File: src/rtl/spi_div_pkg.sv
`timescale 1ns/1ps
package spi_div_pkg;
   // Width of a select that indexes n taps; at least one bit.
   function automatic int unsigned sel_bits(input int unsigned n);
      return (n <= 2) ? 1 : $clog2(n);
   endfunction

   localparam int unsigned MAX_TAPS = 16;
endpackage

File: src/rtl/spi_div_ctl_reg.sv
`timescale 1ns/1ps
module spi_div_ctl_reg #(
   parameter int unsigned SEL_W = 2
) (
   input  logic             clk,
   input  logic             rst,
   input  logic             wr_en,
   input  logic [SEL_W-1:0] wr_sel,
   output logic [SEL_W-1:0] sel_q
);
   always_ff @(posedge clk) begin
      if (rst)        sel_q <= '0;
      else if (wr_en) sel_q <= wr_sel;
   end


   sel_load_chk: assert property (@(posedge clk) disable iff (rst)
      wr_en |=> sel_q == $past(wr_sel));

   sel_hold_chk: assert property (@(posedge clk) disable iff (rst)
      !wr_en |=> $stable(sel_q));

   sel_reset_chk: assert property (@(posedge clk)
      rst |=> sel_q == '0);
endmodule

File: src/rtl/spi_div_ripple.sv
`timescale 1ns/1ps
module spi_div_ripple #(
   parameter int unsigned WIDTH = 4
) (
   input  logic             clk,
   input  logic             rst,   // feeds only the checks; the count has no clear
   output logic [WIDTH-1:0] taps_o
);
   // Zero start exists for simulation only; hardware powers up anywhere.
   logic [WIDTH-1:0] cnt_q = '0;

   always_ff @(negedge clk) begin
      cnt_q <= cnt_q + 1'b1;
   end

   assign taps_o = cnt_q;


   cnt_step_chk: assert property (@(posedge clk) disable iff (rst)
      cnt_q == WIDTH'($past(cnt_q) + 1'b1));
endmodule

File: src/rtl/spi_div_mux.sv
`timescale 1ns/1ps
module spi_div_mux #(
   parameter int unsigned NUM_TAPS = 4,
   parameter int unsigned SEL_W    = 2
) (
   input  logic                clk,
   input  logic                rst,
   input  logic [NUM_TAPS-1:0] taps_i,
   input  logic [SEL_W-1:0]    sel_i,
   output logic                tap_o
);
   localparam int unsigned SLOTS = 1 << SEL_W;

   logic [SLOTS-1:0] padded;

   // Unused select codes repeat the slowest tap.
   for (genvar i = 0; i < SLOTS; i++) begin : g_slot
      if (i < NUM_TAPS) begin : g_real
         assign padded[i] = taps_i[i];
      end else begin : g_fill
         assign padded[i] = taps_i[NUM_TAPS-1];
      end
   end

   assign tap_o = padded[sel_i];


   fast_toggle_chk: assert property (@(posedge clk) disable iff (rst)
      (sel_i == '0 && $past(sel_i) == '0) |-> tap_o != $past(tap_o));
endmodule

File: src/rtl/spi_div_edge.sv
`timescale 1ns/1ps
module spi_div_edge (
   input  logic clk,
   input  logic rst,
   input  logic lvl_i,
   output logic rise_o
);
   logic prev_q;
   logic rise_q;

   always_ff @(posedge clk) begin
      if (rst) begin
         prev_q <= 1'b0;
         rise_q <= 1'b0;
      end else begin
         prev_q <= lvl_i;
         rise_q <= lvl_i & ~prev_q;
      end
   end

   assign rise_o = rise_q;


   rise_single_chk: assert property (@(posedge clk) disable iff (rst)
      rise_q |=> !rise_q);

   rise_cause_chk: assert property (@(posedge clk) disable iff (rst)
      rise_q |-> ($past(lvl_i) && !$past(lvl_i, 2)));

   rise_reset_chk: assert property (@(posedge clk)
      rst |=> !rise_q);
endmodule

File: src/rtl/spi_sclk_divsel.sv
`timescale 1ns/1ps
module spi_sclk_divsel #(
   parameter int unsigned NUM_TAPS = 4,
   parameter int unsigned CTRL_W   = 8
) (
   input  logic              clk,
   input  logic              rst,
   input  logic              wr_en,
   input  logic [CTRL_W-1:0] wr_data,
   output logic              sclk_o,
   output logic              sclk_rise_o
);
   localparam int unsigned SEL_W = spi_div_pkg::sel_bits(NUM_TAPS);

   if (NUM_TAPS < 1 || NUM_TAPS > spi_div_pkg::MAX_TAPS) begin : g_bad_taps
      $error("spi_sclk_divsel: NUM_TAPS out of range");
   end
   if (CTRL_W < SEL_W) begin : g_bad_ctrl
      $error("spi_sclk_divsel: CTRL_W narrower than select field");
   end

   logic [SEL_W-1:0]    sel;
   logic [NUM_TAPS-1:0] taps;
   logic                sclk;

   if (CTRL_W > SEL_W) begin : g_hi
      logic unused_hi;
      assign unused_hi = ^wr_data[CTRL_W-1:SEL_W];
   end

   spi_div_ctl_reg #(.SEL_W(SEL_W)) u_reg (
      .clk    (clk),
      .rst    (rst),
      .wr_en  (wr_en),
      .wr_sel (wr_data[SEL_W-1:0]),
      .sel_q  (sel)
   );

   spi_div_ripple #(.WIDTH(NUM_TAPS)) u_cnt (
      .clk    (clk),
      .rst    (rst),
      .taps_o (taps)
   );

   spi_div_mux #(.NUM_TAPS(NUM_TAPS), .SEL_W(SEL_W)) u_mux (
      .clk    (clk),
      .rst    (rst),
      .taps_i (taps),
      .sel_i  (sel),
      .tap_o  (sclk)
   );

   spi_div_edge u_edge (
      .clk    (clk),
      .rst    (rst),
      .lvl_i  (sclk),
      .rise_o (sclk_rise_o)
   );

   assign sclk_o = sclk;
endmodule

File: config.mk
export PLATFORM = sky130hd
export DESIGN_NAME = spi_sclk_divsel
export DESIGN_NICKNAME = d
export VERILOG_FILES = /design/src/rtl/spi_div_pkg.sv /design/src/rtl/spi_div_ctl_reg.sv /design/src/rtl/spi_div_ripple.sv /design/src/rtl/spi_div_mux.sv /design/src/rtl/spi_div_edge.sv /design/src/rtl/spi_sclk_divsel.sv
export SDC_FILE = /design/constraint.sdc
export NUM_CORES = 1
export LEC_CHECK = 0
export BUFFER_PORTS_ARGS = -buffer_cell sky130_fd_sc_hd__buf_2
export CORE_AREA = 5 5 42 44
export DETAILED_ROUTE_END_ITERATION = 8
export DIE_AREA = 0 0 47 49
export MAX_ROUTING_LAYER = met4
export SETUP_SLACK_MARGIN = 0.3
export SLEW_MARGIN = 40
export SYNTH_ARGS = -nofsm -noshare
export SYNTH_HDL_FRONTEND = slang
export SYNTH_SLANG_ARGS = --single-unit
export TNS_END_PERCENT = 100
File: constraint.sdc
create_clock -name clk -period 1.52 [get_ports clk]
set_clock_uncertainty 0.05 [all_clocks]
set_input_delay 0.228 -clock clk [delete_from_list [all_inputs] [get_ports clk]]
set_output_delay 0.228 -clock clk [all_outputs]
set_load 0.01 [all_outputs]
==> flow_metrics.tcl <==
set metrics [dict create \
    cts_max_path_buffers 2 \
    start_kind "register" \
    crit_required_ns 1.24 \
    clockRootBuffer "clkbuf_4" \
    die_w_um 47 \
    layout.cells.non_filler 56 \
    place_congestion 0.733 \
    io_pins 13 \
    grt_max_degree 6 \
    synth-seq-cells 8 \
    slowest_delay_ns 0.49 \
    relSlewSlack 0.915 \
    critical_path.cell_chain "mux4_2, buf_6" \
    critical-path-slowest-cell "mux4_2" \
    worstMarginPinSlew_ns 0.123 \
    grt_pass1_vias 220 \
    synth_common_cells "8 x dfxtp_1, 2 x inv_1, 2 x mux2i_1, 2 x nor2_1" \
    area_growth_pct 55.4 \
    ys_warn_count 0 \
    drc 0 \
    peakVddDrop_mv 0.402 \
    finalNetCount 53 \
    crit_arrival_ns 2.00 \
    worst_setup_path_end_kind "primary output" \
    port_buffers 6 \
    drt_iter0_markers 0 \
    syn_inst 21 \
    synth_most_common_cell "dfxtp_1" \
    status "complete, but fails checks" \
    synth_top_area_share 0.601 \
    critPathLaunch "u_cnt.taps_o[3]" \
    ys_types 11 \
    grt.total_usage 0.0602 \
    vias 211 \
    cts_made_buffers 3 \
    dp.cells 47 \
    synth_edf_count 0 \
    drive_above_1_share 0.500 \
    cap_violations 0 \
    die_y_um 49 \
    crit_end "sclk_o" \
    first_pass_iters 1 \
    placed_cell_area_um2 349 \
    syn_area_per_cell_um2 12.7 \
    clk_transition_reported_paths_ns 0.06 \
    worst_r2r_path_depth 3 \
    failed_checks "negative setup slack" \
    whs_ns 0.130 \
    finalWorstSetupSlack_ns -0.755 \
    htree_levels 1 \
    hold_viol 0 \
    r2r-end "u_edge.rise_o" \
    start_util 0.190 \
    synth.area.top_cells "dfxtp_1 60%, mux4_2 8.5%, mux2i_1 7.5%, ha_1 4.7%, xnor2_1 3.3%" \
    total_power_w 0.000444 \
    antenna_found_initial 0 \
    avgRoutedWirePerCell_um 8.41 \
    synth_top_flop_cell "dfxtp_1" \
    ant_nets 0 \
    async_reset_ff_frac 0 \
    grt_pass1_wl_um 841 \
    final_max_slew_viol_count 0 \
    diodes 0 \
    final_area_um2 414 \
    critical_path_class "reg -> out" \
    worstPathMaxFanout 2 \
    finalSetupViolations 3 \
    cts.sinks 8 \
    core_area_um2 1400 \
    hold_buffers 0 \
    netlist_area_um2 267 \
    hold_class "in -> reg" \
    ff2ff_setup_slack_ns -0.52 \
    yosysSeqAreaShare 0.601 \
    clock_latency_ns 0.31 \
    reg2reg_from "u_cnt.taps_o[3]" \
    grt_setup_unrepaired "true" \
    p_per_area_nw_per_um2 1070 \
    dieArea_um2 2300 \
    cts_tree "built" \
    viasPerCell 3.77 \
    wirelength_um 471 \
    grt_overflow 0 \
    p_leak_nw 0.212 \
    syn_nets 33 \
    synth_top_cell_by_area "dfxtp_1" \
    rows 14 \
]
## routing by layer
layer / part of all wire / GRT usage / vias to the layer above / wire length [um]
met2: 0.37 / 0.0611 / 10 / 174
met3: 0.18 / 0.0775 / 3 / 86
met5: 0 / - / - / 0
met1: 0.42 / 0.0536 / 90 / 200
met4: 0.019 / 0.0507 / 0 / 9
li1: - / - / 108 / -
## cells by family after synthesis
kind of cell | after synthesis | synth area share
buffers and inverters | 2 | 0.0282
multiplexers | 3 | 0.160
XOR/XNOR | 2 | 0.0657
flip-flops | 8 | 0.601
adder cells (fa/ha/maj) | 1 | 0.0469
AND/OR/NAND/NOR | 5 | 0.0986
## stage by stage
stage	utilization	worst slack [ns]	setup TNS (ns)
floorplan	-	-0.368	-1.05
global placement	0.249	-0.436	-1.07
detailed placement	0.249	-0.445	-1.09
CTS	0.284	-0.780	-1.60
global route	0.296	-0.798	-1.89
finish	0.296	-0.755	-1.78
## sequential cells by signal, summed over array words and instances (netlist names)
signal,count
u_cnt.taps_o,4
u_edge.prev_q,1
u_reg.sel_q,2
u_edge.rise_o,1
## how the worst min path moves through the flow
stage | startpoint | endpoint | cells after the start
2_1_floorplan | rst | u_edge.prev_q | 1
6_report | rst | u_edge.rise_o | 2
4_1_cts | rst | u_edge.rise_o | 2
3_5_place_dp | u_edge.prev_q | u_edge.rise_o | 1
3_3_place_gp | u_edge.prev_q | u_edge.rise_o | 1
5_1_grt | rst | u_edge.rise_o | 2
## power by group
| part | leakage, nW | switching [W] | internal [W] |
|---|---|---|---|
| Combinational | 0.109 | 0.00000516 | 0.00000776 |
| Sequential | 0.0664 | 0.00000217 | 0.000214 |
| Clock | 0.0363 | 0.0000999 | 0.000115 |
| Total | 0.212 | 0.000107 | 0.000336 |
## layout make-up
| type | instances | area, um2 |
|---|---|---|
| Multi-Input combinational cell | 11 | 104 |
| Clock inverter | 4 | 15.0 |
| Clock buffer | 4 | 26.3 |
| Tap cell | 16 | 20.0 |
| Inverter | 1 | 3.75 |
| Fill cell | 149 | 987 |
| Sequential cell | 8 | 164 |
| Timing Repair Buffer | 12 | 81.3 |
## what timing repair did
item,4_1_cts,5_1_grt
endpoints found under the setup margin,3,3
buffers inserted,0,2
gates resized for setup,2,1
## critical path: cells and delay by family, from the launching register on
| kind | cells | cell delay (ns) |
|---|---|---|
| flops | 1 | 0.30 |
| mux | 1 | 0.49 |
| buf+inv | 1 | 0.14 |
## cell usage in the layout (no fill, tap or decap)
cell type / n
buf_2: 5
buf_4: 6
buf_6: 1
clkbuf_1: 1
clkbuf_4: 3
dfxtp_1: 5
dfxtp_2: 3
ha_1: 1
inv_1: 5
mux2i_1: 2
mux4_2: 1
nand3_1: 1
nor2_1: 2
nor2b_1: 1
nor3b_2: 1
xnor2_1: 1
xor2_1: 1
(Power assumes the default switching activity.)
